### config.mk
export PLATFORM = sky130hd
export DESIGN_NAME = pwr_mgmt_timer
export DESIGN_NICKNAME = d
export VERILOG_FILES = /design/src/rtl/pwr_mgmt_timer_pkg.sv /design/src/rtl/pwr_mgmt_prescaler.sv /design/src/rtl/pwr_mgmt_counter.sv /design/src/rtl/pwr_mgmt_timer.sv
export SDC_FILE = /design/constraint.sdc
export NUM_CORES = 1
export LEC_CHECK = 0
export BUFFER_PORTS_ARGS = -buffer_cell sky130_fd_sc_hd__buf_4
export CAP_MARGIN = 20
export CELL_PAD_IN_SITES_DETAIL_PLACEMENT = 0
export CELL_PAD_IN_SITES_GLOBAL_PLACEMENT = 1
export CORE_MARGIN = 2
export CORE_UTILIZATION = 28
export CTS_BUF_LIST = sky130_fd_sc_hd__clkbuf_8
export CTS_CLUSTER_SIZE = 12
export DETAILED_ROUTE_END_ITERATION = 10
export GPL_ROUTABILITY_DRIVEN = 0
export PLACE_DENSITY_LB_ADDON = 0.2
export SLEW_MARGIN = 20
export SYNTH_ARGS = -nofsm -noshare
export SYNTH_HDL_FRONTEND = slang
export SYNTH_SLANG_ARGS = --single-unit
### constraint.sdc
create_clock -name clk -period 4.4 [get_ports clk]
set_clock_uncertainty 0.15 [all_clocks]
set_input_delay 0.22 -clock clk [delete_from_list [all_inputs] [get_ports clk]]
set_output_delay 0.22 -clock clk [all_outputs]
set_load 0.005 [all_outputs]
### src/rtl/pwr_mgmt_timer_pkg.sv
package pwr_mgmt_timer_pkg;

  function automatic logic [31:0] width_mask(input int w);
    width_mask = (32'h1 << w) - 32'h1;
  endfunction

  function automatic logic [31:0] step_count(input logic [31:0] c, input logic wide,
                                             input int cw, input int nw);
    logic [31:0] fm;
    logic [31:0] nm;
    fm = width_mask(cw);
    nm = width_mask(nw);
    if (wide) step_count = (c + 32'h1) & fm;
    else      step_count = ((c & ~nm) | ((c + 32'h1) & nm)) & fm;
  endfunction

  function automatic logic top_bit(input logic [31:0] c, input logic wide,
                                   input int cw, input int nw);
    top_bit = wide ? c[cw-1] : c[nw-1];
  endfunction

  function automatic logic [31:0] read_view(input logic [31:0] c, input logic wide,
                                            input int cw, input int nw);
    read_view = c & (wide ? width_mask(cw) : width_mask(nw));
  endfunction

endpackage

### src/rtl/pwr_mgmt_prescaler.sv
module pwr_mgmt_prescaler #(
  parameter int PRESCALE = 4,
  localparam int PH_W = (PRESCALE > 1) ? $clog2(PRESCALE) : 1
) (
  input  logic clk,
  input  logic rst_n,
  input  logic run,
  output logic tick
);
  logic [PH_W-1:0] phase_q;
  localparam logic [PH_W-1:0] LAST = PH_W'(PRESCALE - 1);

  generate
    if (PRESCALE > 1) begin : g_div
      always_ff @(posedge clk or negedge rst_n) begin
        if (!rst_n)    phase_q <= '0;
        else if (run)  phase_q <= (phase_q == LAST) ? '0 : phase_q + 1'b1;
      end
      assign tick = run && (phase_q == LAST);
    end else begin : g_pass
      assign phase_q = '0;
      assign tick    = run;
    end
  endgenerate
endmodule

### src/rtl/pwr_mgmt_counter.sv
module pwr_mgmt_counter
  import pwr_mgmt_timer_pkg::*;
#(
  parameter int CNT_W    = 32,
  parameter int NARROW_W = 24
) (
  input  logic             clk,
  input  logic             rst_n,
  input  logic             inc,
  input  logic             wide,
  output logic [CNT_W-1:0] count_q,
  output logic             flip_q
);
  logic [CNT_W-1:0] count_d;
  logic             flip_d;

  always_comb begin
    count_d = CNT_W'(step_count(32'(count_q), wide, CNT_W, NARROW_W));
    flip_d  = inc && (top_bit(32'(count_d), wide, CNT_W, NARROW_W) !=
                      top_bit(32'(count_q), wide, CNT_W, NARROW_W));
  end

  always_ff @(posedge clk or negedge rst_n) begin
    if (!rst_n) begin
      count_q <= '0;
      flip_q  <= 1'b0;
    end else begin
      flip_q <= flip_d;
      if (inc) count_q <= count_d;
    end
  end
endmodule

### src/rtl/pwr_mgmt_timer.sv
module pwr_mgmt_timer
  import pwr_mgmt_timer_pkg::*;
#(
  parameter int CNT_W    = 32,
  parameter int NARROW_W = 24,
  parameter int PRESCALE = 4
) (
  input  logic             clk,
  input  logic             rst_n,
  input  logic             cnt_en,
  input  logic             wide_mode,
  input  logic             in_s0,
  input  logic             osc_run,
  output logic [CNT_W-1:0] tmr_value,
  output logic             msb_toggle
);
  logic             tick_w;
  logic             inc_w;
  logic [CNT_W-1:0] count_w;

  pwr_mgmt_prescaler #(.PRESCALE(PRESCALE)) u_pre (
    .clk  (clk),
    .rst_n(rst_n),
    .run  (osc_run),
    .tick (tick_w)
  );

  assign inc_w = tick_w && in_s0 && cnt_en;

  pwr_mgmt_counter #(.CNT_W(CNT_W), .NARROW_W(NARROW_W)) u_cnt (
    .clk    (clk),
    .rst_n  (rst_n),
    .inc    (inc_w),
    .wide   (wide_mode),
    .count_q(count_w),
    .flip_q (msb_toggle)
  );

  assign tmr_value = CNT_W'(read_view(32'(count_w), wide_mode, CNT_W, NARROW_W));
endmodule

==> flow_metrics.env, run 1 <==
export IMPL_status="finished clean"
export IMPL_drive_above_1_share=0.2513
export IMPL_hold_class="input pin to register"
export IMPL_critPathMaxStageDelay_ns=0.83
export IMPL_grt_setup_unrepaired="no"
export IMPL_crit_fanout=16
export IMPL_r2r_start="u_cnt.count_q[4]"
export IMPL_tightest_slew_ns=0.5552
export IMPL_synth_top_area_cell="dfrtp_1"
export IMPL_cts_buffers=5
export IMPL_cp_slowest_cell="or4_1"
export IMPL_ir_drop_uv=151.7
export IMPL_drv_slew=0
export IMPL_fillers=677
export IMPL_setup_viol=0
export IMPL_hp_start="wide_mode"
export IMPL_worst_hold_path_endpoint="u_cnt.flip_q"
export IMPL_crit_chain="nand4_1 > or4_1 > or4_4 > xnor2_2"
export IMPL_vias_per_cell=4.601
export IMPL_clk_path_buf_depth=2
export IMPL_post_synth_cell_area_avg_um2=10.24
export IMPL_cp_data_arrival_time_ns=2.54
export IMPL_htreeDepth=2
export IMPL_yosysWarnings=0
export IMPL_max_slew_margin=0.6265
export IMPL_fmax_mhz=396.6
export IMPL_post_cts_buffers=0
export IMPL_clock_sinks=35
export IMPL_end_kind="register"
export IMPL_required_ns=4.42
export IMPL_dp_hpwl_um=2799
export IMPL_std_cell_rows=29
export IMPL_ys_seq_area_frac=0.4723
export IMPL_gr_total_overflow=0
export IMPL_power_density_nw_per_um2=325.9
export IMPL_synth_async_reset_ratio=1.000
export IMPL_clkTransAtPathRegs_ns=0.07
export IMPL_whs_path_depth=2
export IMPL_nNetsFinal=206
export IMPL_finalHoldViolations=0
export IMPL_initial_core_util=0.2904
export IMPL_coreArea_um2=6386
export IMPL_preCtsSetupSlack_ns=1.887
export IMPL_mostFrequentLayoutCells="38 x buf_4, 35 x dfrtp_1, 16 x nand2_1"
export IMPL_ff_latch_area_um2=875.8
export IMPL_avgRoutedWirePerCell_um=13.97
export IMPL_synth_ff_type="dfrtp_1"
export IMPL_clockRootBuffer="clkbuf_8"
export IMPL_insertion_delay_ns=0.28
export IMPL_synth_edf_count=0
export IMPL_drt_wl_total_um=3857
export IMPL_ant_nets=0
export IMPL_critPathKind="register to register"
export IMPL_dieArea_um2=7290
export IMPL_finalHoldWorstSlack_ns=0.02516
export IMPL_grt_pass1_wl_um=6327
export IMPL_vias=1270
export IMPL_cellLeakagePower_nw=1.055
export IMPL_drc=0
export IMPL_portBuffers=38
export IMPL_grt_pass1_vias=1298
export IMPL_num_antenna_cells=0
export IMPL_drt_pass1_iterations=4
export IMPL_die_w_um=85.38
export IMPL_area_growth_syn_to_layout_pct=15.72
export IMPL_synth_top_area_frac=0.4723
export IMPL_finalSetupTns_ns=0
export IMPL_syn_nets=189
export IMPL_startpoint_type="register"
export IMPL_setup_ws_ns=1.879
export IMPL_layout_commonest_cell="buf_4"
export IMPL_io_pins=39
export IMPL_r2r_slack_ns=1.88
export IMPL_drt_first_iter_violations=21
export IMPL_syn_inst=181
export IMPL_min_period_ns=2.521
export IMPL_die_y_um=85.38
export IMPL_track_usage=0.1108
export IMPL_yosys_register_bits=35
export IMPL_grt_max_degree=36
export IMPL_r2r_end="u_cnt.count_q[23]"
export IMPL_multi_input_area_um2=767.0
export IMPL_drv_cap=0
export IMPL_synth_cell_types=23
export IMPL_rr_worst_depth=4
export IMPL_syn_area_um2=1854
export IMPL_min_period_over_period=0.5730
export IMPL_ys_top_cells_by_area="dfrtp_1 47%, buf_4 9.7%, xnor2_1 7.1%"
export IMPL_antenna_found_initial=0
export IMPL_tritoncts="built"
-- critical path, delay by kind of cell (launching register included) --
kind	cells	cell delay (ns)
AND/OR/NAND/NOR	3	1.65
XOR/XNOR	1	0.14
flip-flops	1	0.46
-- power breakdown --
| part | internal (W) | switching, W | leakage (nW) |
|---|---|---|---|
| combinational | 0.0000431 | 0.0000328 | 0.533 |
| clock | 0.000141 | 0.000113 | 0.0557 |
| sequential | 0.000343 | 0.0000272 | 0.466 |
-- registers in the layout, summed over array words and instances (netlist names) --
| signal | flops |
|---|---|
| u_cnt.count_q | 32 |
| u_pre.phase_q | 2 |
| u_cnt.flip_q | 1 |
-- worst max-delay path by stage --
stage	to	startpoint	cells past startpoint	slack (ns)
2_1_floorplan	u_cnt.count_q[23]	u_cnt.count_q[4]	5	2.24
3_3_place_gp	u_cnt.count_q[23]	u_cnt.count_q[4]	4	1.95
3_5_place_dp	u_cnt.count_q[23]	u_cnt.count_q[4]	4	1.89
4_1_cts	u_cnt.count_q[23]	u_cnt.count_q[4]	4	1.87
5_1_grt	u_cnt.count_q[23]	u_cnt.count_q[5]	4	1.75
6_report	u_cnt.count_q[23]	u_cnt.count_q[4]	4	1.88
-- area by class of cell --
class                      count  area share
clock buffer                   7     0.04490
clock inverter                 1    0.001749
inverter                       3    0.005248
multi-input combinational    114      0.3574
sequential                    35      0.4082
tap                           77     0.04490
timing repair buffer          39      0.1376
-- layer usage --
layer	up-vias	global-route usage	part of all wire
li1	631	-	-
met1	605	0.1354	0.45
met2	29	0.1832	0.49
met3	5	0.03794	0.050
met4	0	0.03608	0.012
met5	-	0	0
-- synthesized netlist by cell type, drive strengths merged, types with 2 or more instances --
| cell type | n |
|---|---|
| nand4 | 12 |
| mux2 | 2 |
| nand3 | 8 |
| dfrtp | 35 |
| ha | 2 |
| and2 | 9 |
| nor4 | 5 |
| buf | 25 |
| nand2 | 16 |
| xnor2 | 16 |
| and4 | 5 |
| and3 | 4 |
| or4 | 2 |
| clkbuf | 4 |
| nor2 | 5 |
| nor3 | 11 |
| inv | 3 |
| xor2 | 15 |
-- cell families after synthesis --
family / count (synthesis) / synth area share
compound gates: 1 / 0.004724
xor+xnor: 31 / 0.1505
simple gates: 78 / 0.2328
buf+inv: 32 / 0.1140
fa+ha+maj: 2 / 0.01349
mux: 2 / 0.01214
flops: 35 / 0.4723
-- metrics by stage --
step	std cells	power (W)	utilization	cell area, um2
floorplan	181	0.0004250	-	1854
global placement	267	0.0004473	0.3188	2036
detailed placement	267	0.0004534	0.3188	2036
CTS	276	0.0007117	0.3360	2146
global route	276	0.0007362	0.3360	2146
finish	276	0.0006992	0.3360	2146
-- repair_timing --
action	4_1_cts	5_1_grt
hold endpoints to repair	35	0
resized for setup	0	0
hold buffers	1	0
Note: power is estimated with default switching activity, not from simulation.
==> run 2, diff against run 1 <==
- clock period: 4.4 -> 2.54 ns (I/O delays scaled with it)
==> run 2 against run 1 <==
Effect of this change:
- sequential power increased by 73%
- worst hold slack gained 0.13 ns
- cell count increased by 1.4%
- flip-flop and latch count stayed put
- sequential share of layout area decreased by 0.66 points
- non-clock buffer count grew 4
- power increased by 74%
- die area unchanged
- maximum frequency grew 12%
- critical endpoint is now u_cnt.count_q[17]
- largest power group unchanged
- highest routed layer unchanged
==> flow_metrics.env, run 2 (synthesis results as in run 1) <==
export IMPL_p_int_w=0.0009160
export IMPL_max_slew_margin=0.6367
export IMPL_power_frac_comb=0.114
export IMPL_cp_data_arrival_time_ns=2.32
export IMPL_largest_register="u_cnt.count_q"
export IMPL_antenna_found_initial=0
export IMPL_setup_viol=0
export IMPL_min_period_over_period=0.8892
export IMPL_drc=0
export IMPL_avgRoutedWirePerCell_um=14.06
export IMPL_min_period_ns=2.258
export IMPL_rr_worst_depth=5
export IMPL_r2r_start="u_cnt.count_q[4]"
export IMPL_drt_first_iter_violations=24
export IMPL_layout_commonest_cell="buf_4"
export IMPL_finalSetupTns_ns=0
export IMPL_clockRootBuffer="clkbuf_8"
export IMPL_initial_core_util=0.2904
export IMPL_end_kind="register"
export IMPL_dp_hpwl_um=2848
export IMPL_vias_per_cell=4.664
export IMPL_hold_class="input pin to register"
export IMPL_r2r_slack_ns=0.28
export IMPL_ff_latch_area_um2=875.8
export IMPL_required_ns=2.60
export IMPL_whs_path_depth=4
export IMPL_fmax_mhz=442.8
export IMPL_multi_input_area_um2=767.0
export IMPL_htreeDepth=2
export IMPL_top_regs="u_cnt.count_q (32), u_pre.phase_q (2), u_cnt.flip_q (1)"
export IMPL_status="finished clean"
export IMPL_fillers=668
export IMPL_mostFrequentLayoutCells="40 x buf_4, 35 x dfrtp_1, 16 x nand2_1"
export IMPL_ant_nets=0
export IMPL_io_pins=39
export IMPL_portBuffers=38
export IMPL_cts_resized_gates=0
export IMPL_insertion_delay_ns=0.28
export IMPL_startpoint_type="register"
export IMPL_grt_max_degree=36
export IMPL_p_seq_frac=0.525
export IMPL_r2r_end="u_cnt.count_q[17]"
export IMPL_clkTransAtPathRegs_ns=0.07
export IMPL_vias=1306
export IMPL_largest_reg_flops=32
export IMPL_die_w_um=85.38
export IMPL_power_density_nw_per_um2=557.4
export IMPL_drt_wl_total_um=3937
export IMPL_crit_fanout=15
export IMPL_die_y_um=85.38
export IMPL_clk_path_buf_depth=2
export IMPL_fin_util=0.3415
export IMPL_hp_start="cnt_en"
export IMPL_finalHoldViolations=0
export IMPL_drv_slew=0
export IMPL_grt_pass1_wl_um=6492
export IMPL_gr_total_overflow=0
export IMPL_p_switching_w=0.0002997
export IMPL_dieArea_um2=7290
export IMPL_critPathKind="register to register"
export IMPL_cellLeakagePower_nw=1.072
export IMPL_tritoncts="built"
export IMPL_post_cts_buffers=0
export IMPL_cts_buffers=5
export IMPL_clock_sinks=35
export IMPL_grt_setup_unrepaired="no"
export IMPL_power_frac_clock=0.360
export IMPL_coreArea_um2=6386
export IMPL_drive_above_1_share=0.2562
export IMPL_tightest_slew_ns=0.5399
export IMPL_drt_pass1_iterations=4
export IMPL_grt_pass1_vias=1307
export IMPL_std_cell_rows=29
export IMPL_worst_hold_path_endpoint="u_cnt.count_q[0]"
export IMPL_track_usage=0.1157
export IMPL_num_antenna_cells=0
export IMPL_drv_cap=0
export IMPL_area_growth_syn_to_layout_pct=17.61
export IMPL_ir_drop_uv=223.4
export IMPL_swShare=0.2466
export IMPL_nNetsFinal=210
==> run 2: cell count changes in the layout (fill, tap and decap cells not counted) <==
cell	previous run	this run
buf_4	38	40
dlygate4sd3_1	1	3
==> run 2: stage by stage <==
stage | cell area (um2) | total power, W | setup WS, ns | hold WS, ns | cells
floorplan | 1854 | 0.0007362 | 0.3758 | -0.3186 | 181
global placement | 2051 | 0.0007764 | 0.4015 | -0.03828 | 269
detailed placement | 2051 | 0.0007899 | 0.3424 | -0.02970 | 269
CTS | 2181 | 0.001240 | 0.3018 | 0.1680 | 280
global route | 2181 | 0.001291 | 0.1763 | 0.1746 | 280
finish | 2181 | 0.001216 | 0.2815 | 0.1552 | 280
==> run 2: area by class of cell <==
type	instances	share of cell area
timing repair buffer	43	0.1515
multi-input combinational	114	0.3517
tap	77	0.04418
clock buffer	7	0.04418
clock inverter	1	0.001721
sequential	35	0.4016
inverter	3	0.005164
==> run 2: per-layer routing <==
layer	track usage	up-vias	share of wire
met4	0.05051	0	0.017
met5	0	-	0
li1	-	639	-
met3	0.03696	8	0.049
met1	0.1385	630	0.44
met2	0.1903	29	0.49
==> run 2: worst max path at each step <==
stage	from	endpoint	slack, ns	cells past startpoint
after global placement	u_cnt.count_q[4]	u_cnt.count_q[23]	0.40	4
after detailed placement	u_cnt.count_q[4]	u_cnt.count_q[17]	0.34	5
final	u_cnt.count_q[4]	u_cnt.count_q[17]	0.28	5
after floorplan	u_cnt.count_q[4]	u_cnt.count_q[23]	0.38	5
after global routing	u_cnt.count_q[4]	u_cnt.count_q[21]	0.18	5
after CTS	u_cnt.count_q[4]	u_cnt.count_q[17]	0.30	5
==> run 2: power groups by stage <==
stage / logic, W / clock network [W] / registers, W
final: 0.000139 / 0.000438 / 0.000639
after global routing: 0.000157 / 0.000486 / 0.000647
after CTS: 0.000144 / 0.000458 / 0.000639
after detailed placement: 0.000140 / 0 / 0.000650
after global placement: 0.000129 / 0 / 0.000647
after floorplan: 0.0000969 / 0 / 0.000639
==> run 2: worst max-delay path, stage by stage, from the launching register on <==
cell and delay (ns):
dfrtp_1 0.46, nand4_1 0.17, or4_1 0.58, buf_4 0.22
nor4_1 0.42, xor2_1 0.19
==> run 2: what timing repair did <==
action,CTS,global route
hold buffers,3,0
setup endpoints to repair,0,0
hold endpoints to repair,38,0
